**config.mk**
```make
export PLATFORM = sky130hd
export DESIGN_NAME = fmod_unit
export DESIGN_NICKNAME = d
export VERILOG_FILES = /design/src/rtl/fmod_pkg.sv /design/src/rtl/fmod_table.sv /design/src/rtl/fmod_calc.sv /design/src/rtl/fmod_timer.sv /design/src/rtl/fmod_unit.sv
export SDC_FILE = /design/constraint.sdc
export NUM_CORES = 1
export LEC_CHECK = 0
export BUFFER_PORTS_ARGS = -buffer_cell sky130_fd_sc_hd__clkbuf_2
export CAP_MARGIN = 5
export CELL_PAD_IN_SITES_DETAIL_PLACEMENT = 1
export CELL_PAD_IN_SITES_GLOBAL_PLACEMENT = 2
export CORE_MARGIN = 1
export CORE_UTILIZATION = 23
export CTS_BUF_LIST = sky130_fd_sc_hd__clkbuf_4
export CTS_CLUSTER_DIAMETER = 40
export DETAILED_ROUTE_END_ITERATION = 8
export PLACE_DENSITY_LB_ADDON = 0.1
export SLEW_MARGIN = 20
export SYNTH_ARGS = -nofsm -noshare
export SYNTH_HDL_FRONTEND = slang
export SYNTH_HIERARCHICAL = 1
export SYNTH_SLANG_ARGS = --single-unit
```
**constraint.sdc**
```tcl
create_clock -name clk -period 14.55 [get_ports clk]
set_clock_uncertainty 0.2 [all_clocks]
set_input_delay 3.6375 -clock clk [delete_from_list [all_inputs] [get_ports clk]]
set_output_delay 3.6375 -clock clk [all_outputs]
set_load 0.05 [all_outputs]
```
**src/rtl/fmod_pkg.sv**
```systemverilog
package fmod_pkg;
  localparam int IVL_W   = 3;
  localparam int SHIFT_W = 3;

  typedef enum logic {
    MODE_SWEEP = 1'b0,
    MODE_TABLE = 1'b1
  } fmod_mode_e;

  typedef struct packed {
    logic               clk_sel;
    logic [IVL_W-1:0]   interval;
    logic               dir;
    logic [SHIFT_W-1:0] shift;
  } sweep_cfg_t;
endpackage

```
**src/rtl/fmod_table.sv**
```systemverilog
module fmod_table #(
  parameter int DEPTH = 32,
  parameter int W     = 8,
  localparam int AW   = $clog2(DEPTH)
) (
  input  logic          clk,
  input  logic          we,
  input  logic [AW-1:0] waddr,
  input  logic [W-1:0]  wdata,
  input  logic [AW-1:0] raddr,
  output logic [W-1:0]  rdata
);
  logic [W-1:0] mem [DEPTH];

  always_ff @(posedge clk) begin
    if (we) mem[waddr] <= wdata;
  end

  assign rdata = mem[raddr];
endmodule

```
**src/rtl/fmod_calc.sv**
```systemverilog
module fmod_calc
  import fmod_pkg::*;
#(
  parameter int FREQ_W = 11,
  parameter int TAB_W  = 8
) (
  input  fmod_mode_e          mode,
  input  logic                dir,
  input  logic [SHIFT_W-1:0]  shift,
  input  logic [FREQ_W-1:0]   cur,
  input  logic [FREQ_W-1:0]   base,
  input  logic [TAB_W-1:0]    offset,
  output logic [FREQ_W-1:0]   nxt,
  output logic                ovf
);
  logic [FREQ_W-1:0] step;
  logic [FREQ_W:0]   up_sum;
  logic [FREQ_W-1:0] down_val;
  logic [FREQ_W-1:0] tab_sum;

  always_comb begin
    step     = cur >> shift;
    up_sum   = {1'b0, cur} + {1'b0, step};
    down_val = cur - step;
    tab_sum  = base + FREQ_W'(offset);
    if (mode == MODE_SWEEP) begin
      nxt = dir ? up_sum[FREQ_W-1:0] : down_val;
      ovf = dir & up_sum[FREQ_W];
    end else begin
      nxt = tab_sum;
      ovf = 1'b0;
    end
  end
endmodule

```
**src/rtl/fmod_timer.sv**
```systemverilog
module fmod_timer
  import fmod_pkg::*;
#(
  parameter int FAST_TICKS = 19200,
  parameter int SLOW_TICKS = 153600,
  localparam int CNT_W = $clog2(SLOW_TICKS * ((1 << IVL_W) - 1) + 1)
) (
  input  logic             clk,
  input  logic             rst,
  input  logic             run,
  input  logic             start,
  input  logic             shrink_req,
  input  logic [IVL_W-1:0] ivl_cur,
  input  logic             sel_cur,
  input  logic [IVL_W-1:0] ivl_new,
  input  logic             sel_new,
  output logic             expire,
  output logic [CNT_W-1:0] cnt
);
  logic [CNT_W-1:0] cnt_q;
  logic [CNT_W-1:0] load_cur;
  logic [CNT_W-1:0] load_new;

  function automatic logic [CNT_W-1:0] period(input logic [IVL_W-1:0] ivl,
                                              input logic sel);
    logic [CNT_W-1:0] base;
    base = sel ? CNT_W'(SLOW_TICKS) : CNT_W'(FAST_TICKS);
    return CNT_W'(ivl) * base;
  endfunction

  assign load_cur = period(ivl_cur, sel_cur);
  assign load_new = period(ivl_new, sel_new);
  assign expire   = run && (cnt_q <= CNT_W'(1));
  assign cnt      = cnt_q;

  always_ff @(posedge clk) begin
    if (rst) begin
      cnt_q <= '0;
    end else if (start) begin
      cnt_q <= load_cur;
    end else if (shrink_req && (load_new < cnt_q)) begin
      cnt_q <= load_new;
    end else if (expire) begin
      cnt_q <= load_cur;
    end else if (run) begin
      cnt_q <= cnt_q - CNT_W'(1);
    end
  end
endmodule

```
**src/rtl/fmod_unit.sv**
```systemverilog
module fmod_unit
  import fmod_pkg::*;
#(
  parameter int FREQ_W     = 11,
  parameter int TAB_DEPTH  = 32,
  parameter int TAB_W      = 8,
  parameter int FAST_TICKS = 19200,
  parameter int SLOW_TICKS = 153600,
  localparam int IDX_W     = $clog2(TAB_DEPTH),
  localparam int CNT_W     = $clog2(SLOW_TICKS * ((1 << IVL_W) - 1) + 1)
) (
  input  logic               clk,
  input  logic               rst,
  input  logic               cfg_we,
  input  logic               cfg_enable,
  input  logic               cfg_mode,
  input  logic               cfg_repeat,
  input  logic               swp_we,
  input  logic               swp_clk_sel,
  input  logic [IVL_W-1:0]   swp_interval,
  input  logic               swp_dir,
  input  logic [SHIFT_W-1:0] swp_shift,
  input  logic               freq_we,
  input  logic [FREQ_W-1:0]  freq_wdata,
  input  logic               tab_we,
  input  logic [IDX_W-1:0]   tab_addr,
  input  logic [TAB_W-1:0]   tab_wdata,
  input  logic               ch_active,
  input  logic               start,
  output logic [FREQ_W-1:0]  freq_out,
  output logic               off_req
);
  localparam logic [IDX_W-1:0] LAST_IDX = IDX_W'(TAB_DEPTH - 1);

  // registered configuration and datapath state
  logic              en_q, rep_q;
  fmod_mode_e        mode_q;
  sweep_cfg_t        swp_q;
  logic [FREQ_W-1:0] cur_q, base_q, next_q;
  logic [IDX_W-1:0]  idx_q;
  logic              off_q;

  // post-write views used for staging
  logic              en_d, rep_d;
  fmod_mode_e        mode_d;
  sweep_cfg_t        swp_d;
  logic [FREQ_W-1:0] cur_d, base_d, next_d;
  logic [IDX_W-1:0]  idx_d, idx_adv;
  logic              off_d;

  logic              act, run, expire, upd, restage;
  logic [CNT_W-1:0]  timer_q;
  logic [TAB_W-1:0]  tab_val;
  logic [FREQ_W-1:0] calc_nxt;
  logic              calc_ovf;

  assign act = en_q && (swp_q.interval != '0);
  assign run = act && ch_active && !start;
  assign upd = expire && !freq_we;

  fmod_timer #(
    .FAST_TICKS (FAST_TICKS),
    .SLOW_TICKS (SLOW_TICKS)
  ) u_timer (
    .clk        (clk),
    .rst        (rst),
    .run        (run),
    .start      (start),
    .shrink_req (swp_we),
    .ivl_cur    (swp_q.interval),
    .sel_cur    (swp_q.clk_sel),
    .ivl_new    (swp_interval),
    .sel_new    (swp_clk_sel),
    .expire     (expire),
    .cnt        (timer_q)
  );

  fmod_table #(
    .DEPTH (TAB_DEPTH),
    .W     (TAB_W)
  ) u_table (
    .clk   (clk),
    .we    (tab_we && !ch_active),
    .waddr (tab_addr),
    .wdata (tab_wdata),
    .raddr (idx_d),
    .rdata (tab_val)
  );

  always_comb begin
    en_d   = cfg_we ? cfg_enable : en_q;
    rep_d  = cfg_we ? cfg_repeat : rep_q;
    mode_d = cfg_we ? fmod_mode_e'(cfg_mode) : mode_q;
    swp_d  = swp_q;
    if (swp_we) begin
      swp_d.clk_sel  = swp_clk_sel;
      swp_d.interval = swp_interval;
      swp_d.dir      = swp_dir;
      swp_d.shift    = swp_shift;
    end

    base_d = freq_we ? freq_wdata : base_q;
    if (freq_we)  cur_d = freq_wdata;
    else if (upd) cur_d = next_q;
    else          cur_d = cur_q;

    if (idx_q == LAST_IDX) idx_adv = rep_q ? '0 : idx_q;
    else                   idx_adv = idx_q + IDX_W'(1);

    if (start)                           idx_d = '0;
    else if (upd && mode_q == MODE_TABLE) idx_d = idx_adv;
    else                                  idx_d = idx_q;
  end

  fmod_calc #(
    .FREQ_W (FREQ_W),
    .TAB_W  (TAB_W)
  ) u_calc (
    .mode   (mode_d),
    .dir    (swp_d.dir),
    .shift  (swp_d.shift),
    .cur    (cur_d),
    .base   (base_d),
    .offset (tab_val),
    .nxt    (calc_nxt),
    .ovf    (calc_ovf)
  );

  assign restage = start | freq_we | cfg_we | swp_we | upd;
  assign next_d  = restage ? calc_nxt : next_q;
  assign off_d   = restage && calc_ovf && en_d;

  always_ff @(posedge clk) begin
    if (rst) begin
      en_q   <= 1'b0;
      rep_q  <= 1'b0;
      mode_q <= MODE_SWEEP;
      swp_q  <= '0;
      cur_q  <= '0;
      base_q <= '0;
      next_q <= '0;
      idx_q  <= '0;
      off_q  <= 1'b0;
    end else begin
      en_q   <= en_d;
      rep_q  <= rep_d;
      mode_q <= mode_d;
      swp_q  <= swp_d;
      cur_q  <= cur_d;
      base_q <= base_d;
      next_q <= next_d;
      idx_q  <= idx_d;
      off_q  <= off_d;
    end
  end

  assign freq_out = cur_q;
  assign off_req  = off_q;
endmodule

```
Word-level counts from Yosys, hierarchy flattened
Memory sizes are Yosys's and may differ from the RTL's.
Cells that the tools add are included.
{ "op_classes": {"n_addsub": 5, "n_mul": 2, "magnitude_cmp": 2, "eq_ne": 1, "shifts": 1, "mux": 21, "bitwise_logic": 5, "n_reduce_logical": 15} }
{ "op_table": {"columns": ["cell", "count"], "rows": [
  ["21-bit two-way mux", 4],
  ["11-bit two-way mux", 5],
  ["3-bit by 18-bit multiplier with 21-bit output", 2],
  ["18-bit two-way mux", 2],
  ["21-bit by 1-bit <= comparator with 1-bit output, second input constant", 1],
  ["21-bit < comparator", 1],
  ["21-bit by 1-bit subtractor with 21-bit output, second input constant", 1],
  ["5-bit two-way mux", 4],
  ["11-bit by 11-bit adder with 12-bit output", 1],
  ["11-bit by 8-bit adder with 11-bit output", 1],
  ["11-bit by 3-bit right shift with 11-bit output", 1],
  ["11-bit subtractor", 1],
  ["1-bit logical AND", 10],
  ["5-bit by 1-bit adder with 5-bit output, second input constant", 1],
  ["5-bit equality test, second input constant", 1],
  ["1-bit two-way mux", 5],
  ["4-bit two-way mux", 1],
  ["1-bit bitwise OR", 4],
  ["4-bit nonzero test", 1],
  ["1-bit logical NOT", 3],
  ["3-bit nonzero test", 1],
  ["1-bit bitwise AND", 1]
]} }
{ "word_totals": {"register_bits": 71, "ramBits": 256, "in_bits": 43, "output_inout_bits": 12, "word_cells": 66, "memories": 1} }
{ "mem_list": {"columns": ["memory", "depth", "word_bits", "read_ports", "rd_ports_with_merged_regs", "write_ports", "line_no", "rtl"], "rows": [
  ["u_table.mem", 32, 8, 1, 0, 1, "fmod_table.sv:13", "logic [W-1:0] mem [DEPTH];"]
]} }

Depth between registers and ports, before layout
{ "depth": {"depth_word": 14, "ltp_mapped": 27, "mapped_depth_nobuf": 23} }

Cells and area by module
The synthesis kept the hierarchy.
{ "modules_own_cells": {"columns": ["module", "n_inst", "cells_per_inst", "area_per_inst_um2", "seq_area_each_um2"], "rows": [
  ["fmod_table", 1, 409, 9893.2, 7687.4],
  ["fmod_timer", 1, 356, 2831.5, 420.4],
  ["fmod_unit", 1, 239, 2159.6, 1001.0],
  ["fmod_calc", 1, 260, 1836.8, 0.0]
]} }

Worst setup path after synthesis
No wires, ideal clock.
{ "synth_timing": {"path_type": "in2reg", "start": "in start", "end": "reg next_q[10]", "setup_ns": 0.071, "arrival_time_ns": 8.803, "required_ns": 14.279, "slack_ns": 5.477, "path_stages": 27, "path_buffers": 5, "cell_sequence": "clkbuf_1 > nor3_1 > buf_2 > inv_1 > nor2_1 > nand3_4 > clkinv_4 > buf_2 > nand3b_1 > o2bb2a_1 > a21oi_1 > clkbuf_1 > clkbuf_1 > mux4_2 > mux4_2 > mux2_2 > ha_1 > inv_1 > fa_1 > nand2b_1 > a21oi_1 > o31ai_1 > a211oi_1 > xnor2_1 > mux2i_1 > o21ai_2 > a21oi_1"} }
{ "synth_between": {"elab_chain_cells": 10, "word_cells_on_any_way": 20, "cone_classes": "add/sub (3); shift (1); mux (6); bitwise (4); reduce/logical (5); memory (1)"} }
{ "synth_lines": {"columns": ["item", "line_no", "rtl"], "rows": [
  ["from (decl)", "fmod_unit.sv:29", "input logic start,"],
  ["1-bit logical NOT", "fmod_unit.sv:58", "assign run = act && ch_active && !start;"],
  ["1-bit logical AND", "fmod_unit.sv:58", null],
  ["net run", "fmod_unit.sv:51", "logic act, run, expire, upd, restage;"],
  ["1-bit logical AND", "fmod_timer.sv:33", "assign expire = run && (cnt_q <= CNT_W'(1));"],
  ["net expire", "fmod_unit.sv:51", null],
  ["1-bit logical AND", "fmod_unit.sv:59", "assign upd = expire && !freq_we;"],
  ["1-bit logical AND", "fmod_unit.sv:111", "else if (upd && mode_q == MODE_TABLE) idx_d = idx_adv;"],
  ["5-bit two-way mux", "fmod_unit.sv:111", null],
  ["5-bit two-way mux", "fmod_unit.sv:110", "if (start) idx_d = '0;"],
  ["net idx_d[2]", "fmod_unit.sv:48", "logic [IDX_W-1:0] idx_d, idx_adv;"],
  ["memory 32 x 8 bit", null, null],
  ["net tab_val[0]", "fmod_unit.sv:53", "logic [TAB_W-1:0] tab_val;"],
  ["11-bit by 8-bit adder with 11-bit output", "fmod_calc.sv:25", "tab_sum = base + FREQ_W'(offset);"],
  ["11-bit two-way mux", "fmod_calc.sv:26", "if (mode == MODE_SWEEP) begin"],
  ["net calc_nxt[10]", "fmod_unit.sv:54", "logic [FREQ_W-1:0] calc_nxt;"],
  ["to (signal assigned)", "fmod_unit.sv:151", "next_q <= next_d;"],
  ["to (decl)", "fmod_unit.sv:39", "logic [FREQ_W-1:0] cur_q, base_q, next_q;"]
]} }
The timed path passes the listed nets, and every way through them passes these cells.
A chain may end at the register's enable or synchronous reset.

Worst setup path after layout
Ends and elaborated chain as after synthesis.

==> results by group <==
Outcome
  – Outcome: finished, final reports clean

Layout
  – Final Instance Count excl. Fillers: 2,412
  – Number of fillers in the final layout: 7,852
  – Area growth syn-to-layout: 15.7%
  – Final instance area: 0.0193 mm2
  – FF+latch area: 0.00911 mm2
  – Area occupied by multi-input gates: 0.00712 mm2
  – Fin nets: 1,498
  – Most frequent cells in the layout: edfxtp_1 (256), clkbuf_4 (142), mux4_2 (81), nor2_1 (79), dfxtp_1 (71)
  – Share of layout cells above drive strength 1: 27.1%
  – Util after Layout: 27.0%
  – Commonest non-fill, non-tap cell in the layout: edfxtp_1

GRT
  – Total global routing overflow: 0
  – Met1 Track Usage GR: 19.3%
  – Met3 track demand over resource: 2.96%
  – Initial antenna violation count: 5
  – Met2 Track Usage GR: 23.4%
  – Most crowded layer after global routing: met2
  – Vias in the first global route: 12,200
  – Largest net degree at the start of global routing: 65
  – Global-route wire length before repair: 79.5 mm
  – GRT Total Usage: 14.4%

Critical path
  – Critical Path Sink: next_q[10]
  – Register-to-Register Path Depth: 22
  – CP max FO: 23
  – CP max-delay cell: mux4_2
  – Max stage delay on crit path: 580 ps
  – R2r setup slk: 7130 ps
  – Delay-heaviest family, CP: buffers and inverters
  – Crit path top cell by count: buf_4
  – Kind of critical path: in -> reg
  – WP depth: 26
  – Reg2Reg Launch Point: u_timer/cnt[3]
  – Endpoint type of the worst setup path: register
  – Worst setup SP type: input port
  – Worst Setup SP: start
  – Worst path required time: 15,080 ps
  – Critical Path AT: 10,220 ps
  – Buf/Inv on CP: 7
  – Worst R2R End: next_q[10]

Timing
  – Maximum clock rate: 103 MHz
  – Final Cycle Share: 66.6%
  – Setup violators final: 0
  – Unrepaired setup endpoints after global routing: no
  – Slew Limit Fails: 0
  – Relative slew slack: 24.9%
  – Sum of negative setup slack: 0 ps
  – Post-route minimum period: 9700 ps
  – Worst-margin pin slew: 1120 ps
  – Endpoints failing hold: 0

Power and ir drop
  – PwrDens: 116 mW/mm2
  – Leak pwr: 6.57 nW
  – Worst IR drop on VDD: 42.5 uV
  – Total Power: 2.25 mW

Clock tree
  – Hold Buf Count CTS: 0
  – # clock sinks: 327
  – H-tree depth: 3
  – Number of setup buffers added after CTS: 0
  – Root buffer cell: clkbuf_4
  – Worst-Skew Late Latency: 810 ps
  – Max clock buf depth: 3
  – Post-cts resize count: 0
  – Number of buffers created by CTS: 100
  – CTS clk-pin slew, worst paths: 60 ps
  – TritonCTS clock tree: yes

Detailed routing
  – Drt initial violations: 523
  – Vias: 11,200
  – DR WL/cell: 21.7 um
  – DRC errors left: 0
  – Pre-Repair DR Iteration Count: 4
  – Via density: 4.65
  – Post-route ant nets: 0
  – DRT Wirelength: 52.4 mm

Yosys
  – FFs w/ async S/R, synth: 0%
  – Register area share after synthesis: 54.5%
  – Yosys warning count: 6
  – Post-synth cell types: 88
  – Post-Syn Area: 0.0167 mm2
  – Syn avg cell area: 13.2 um2
  – Register bit total from synthesis: 327
  – Gate Count Post-Synth: 1,264
  – Top_reg_cell synth: edfxtp_1
  – Post-Syn Nets: 1,378
  – Number of synthesized flops with an enable pin: 256

Floorplanning
  – Initial Util: 23.3%
  – Die Ht: 272 um
  – Die Area: 0.0738 mm2
  – Std cell rows: 98
  – Die width: 272 um
  – I/O pins: 55
  – Core region area: 0.0717 mm2

Place
  – DP HPWL: 35.7 mm
  – Number of port buffers: 54
  – Placed cell count: 2,232
  – Area post-placement: 0.0181 mm2
  – GP Congestion: 0.729

Min path
  – Hold WC Path Type: reg -> reg

Job
  – Max-Cap Viols: 0
-- cells in the mapped netlist, types with 29 or more instances --
cell type | number | area [um2]
a21oi_1 | 64 | 320
dfxtp_1 | 71 | 1420
edfxtp_1 | 256 | 7690
ha_1 | 66 | 826
inv_1 | 58 | 218
mux2i_1 | 30 | 300
mux4_2 | 81 | 1820
nand2_1 | 56 | 210
nor2_1 | 86 | 323
nor2b_1 | 44 | 275
o21ai_0 | 62 | 310
xnor2_1 | 29 | 254
-- registers in the layout (all words and copies together) (netlist names) --
name / flops
freq_out: 11
en_q: 1
u_table/mem: 256
rep_q: 1
next_q: 11
off_req: 1
u_timer/cnt: 21
base_q: 11
mode_q: 1
swp_q: 8
idx_q: 5
-- how the worst min path moves through the flow --
stage / from / to / slack (ps) / cells past startpoint
global placement: next_q[2] / next_q[2] / 270 / 2
floorplan: next_q[3] / next_q[3] / 240 / 2
global route: next_q[0] / next_q[0] / 300 / 2
CTS: next_q[10] / next_q[10] / 290 / 2
finish: next_q[4] / next_q[4] / 280 / 2
detailed placement: next_q[10] / next_q[10] / 280 / 2
-- logic make-up after synthesis --
| logic type | share of synthesized area [%] |
|---|---|
| and+or+nand+nor | 10.2 |
| buffers and inverters | 3.32 |
| adders and majority gates | 5.54 |
| AOI/OAI and AO/OA | 10.8 |
| DFF | 54.5 |
| muxes | 14.0 |
| xor gates and xnor gates | 1.68 |
-- per-layer routing --
| layer | vias up | part of all wire (%) |
|---|---|---|
| li1 | 5203 | - |
| met1 | 5722 | 48 |
| met2 | 193 | 46 |
| met3 | 100 | 3.6 |
| met4 | 4 | 2.2 |
| met5 | - | 0.052 |
-- worst min-delay path: cells and delay by family, from the launching register on --
kind	cells	cell delay (ps)
DFF	1	320
and+or+nand+nor	1	70
AOI/OAI and AO/OA	1	50
-- where the power goes --
part           internal [mW]  switching [mW]
registers               1.03          0.0153
clock network          0.450           0.427
logic                  0.120           0.211
total                   1.60           0.653
-- cell type report --
cell class | count | share of cell area [%]
Antenna cell | 3 | 0.0388
Clock buffer | 142 | 5.51
Clock inverter | 35 | 0.815
Inverter | 60 | 1.19
Multi-Input combinational cell | 817 | 36.8
Sequential cell | 327 | 47.1
Tap cell | 950 | 6.14
Timing Repair Buffer | 78 | 2.43
-- per-stage QoR --
| stage | setup WS [ps] | hold WS, ps |
|---|---|---|
| 2_1_floorplan | 5480 | 243 |
| 3_3_place_gp | 3550 | 273 |
| 3_5_place_dp | 3880 | 283 |
| 4_1_cts | 4780 | 290 |
| 5_1_grt | 4330 | 303 |
| 6_report | 4850 | 284 |
No activity file was read; power rests on OpenSTA's default activity.
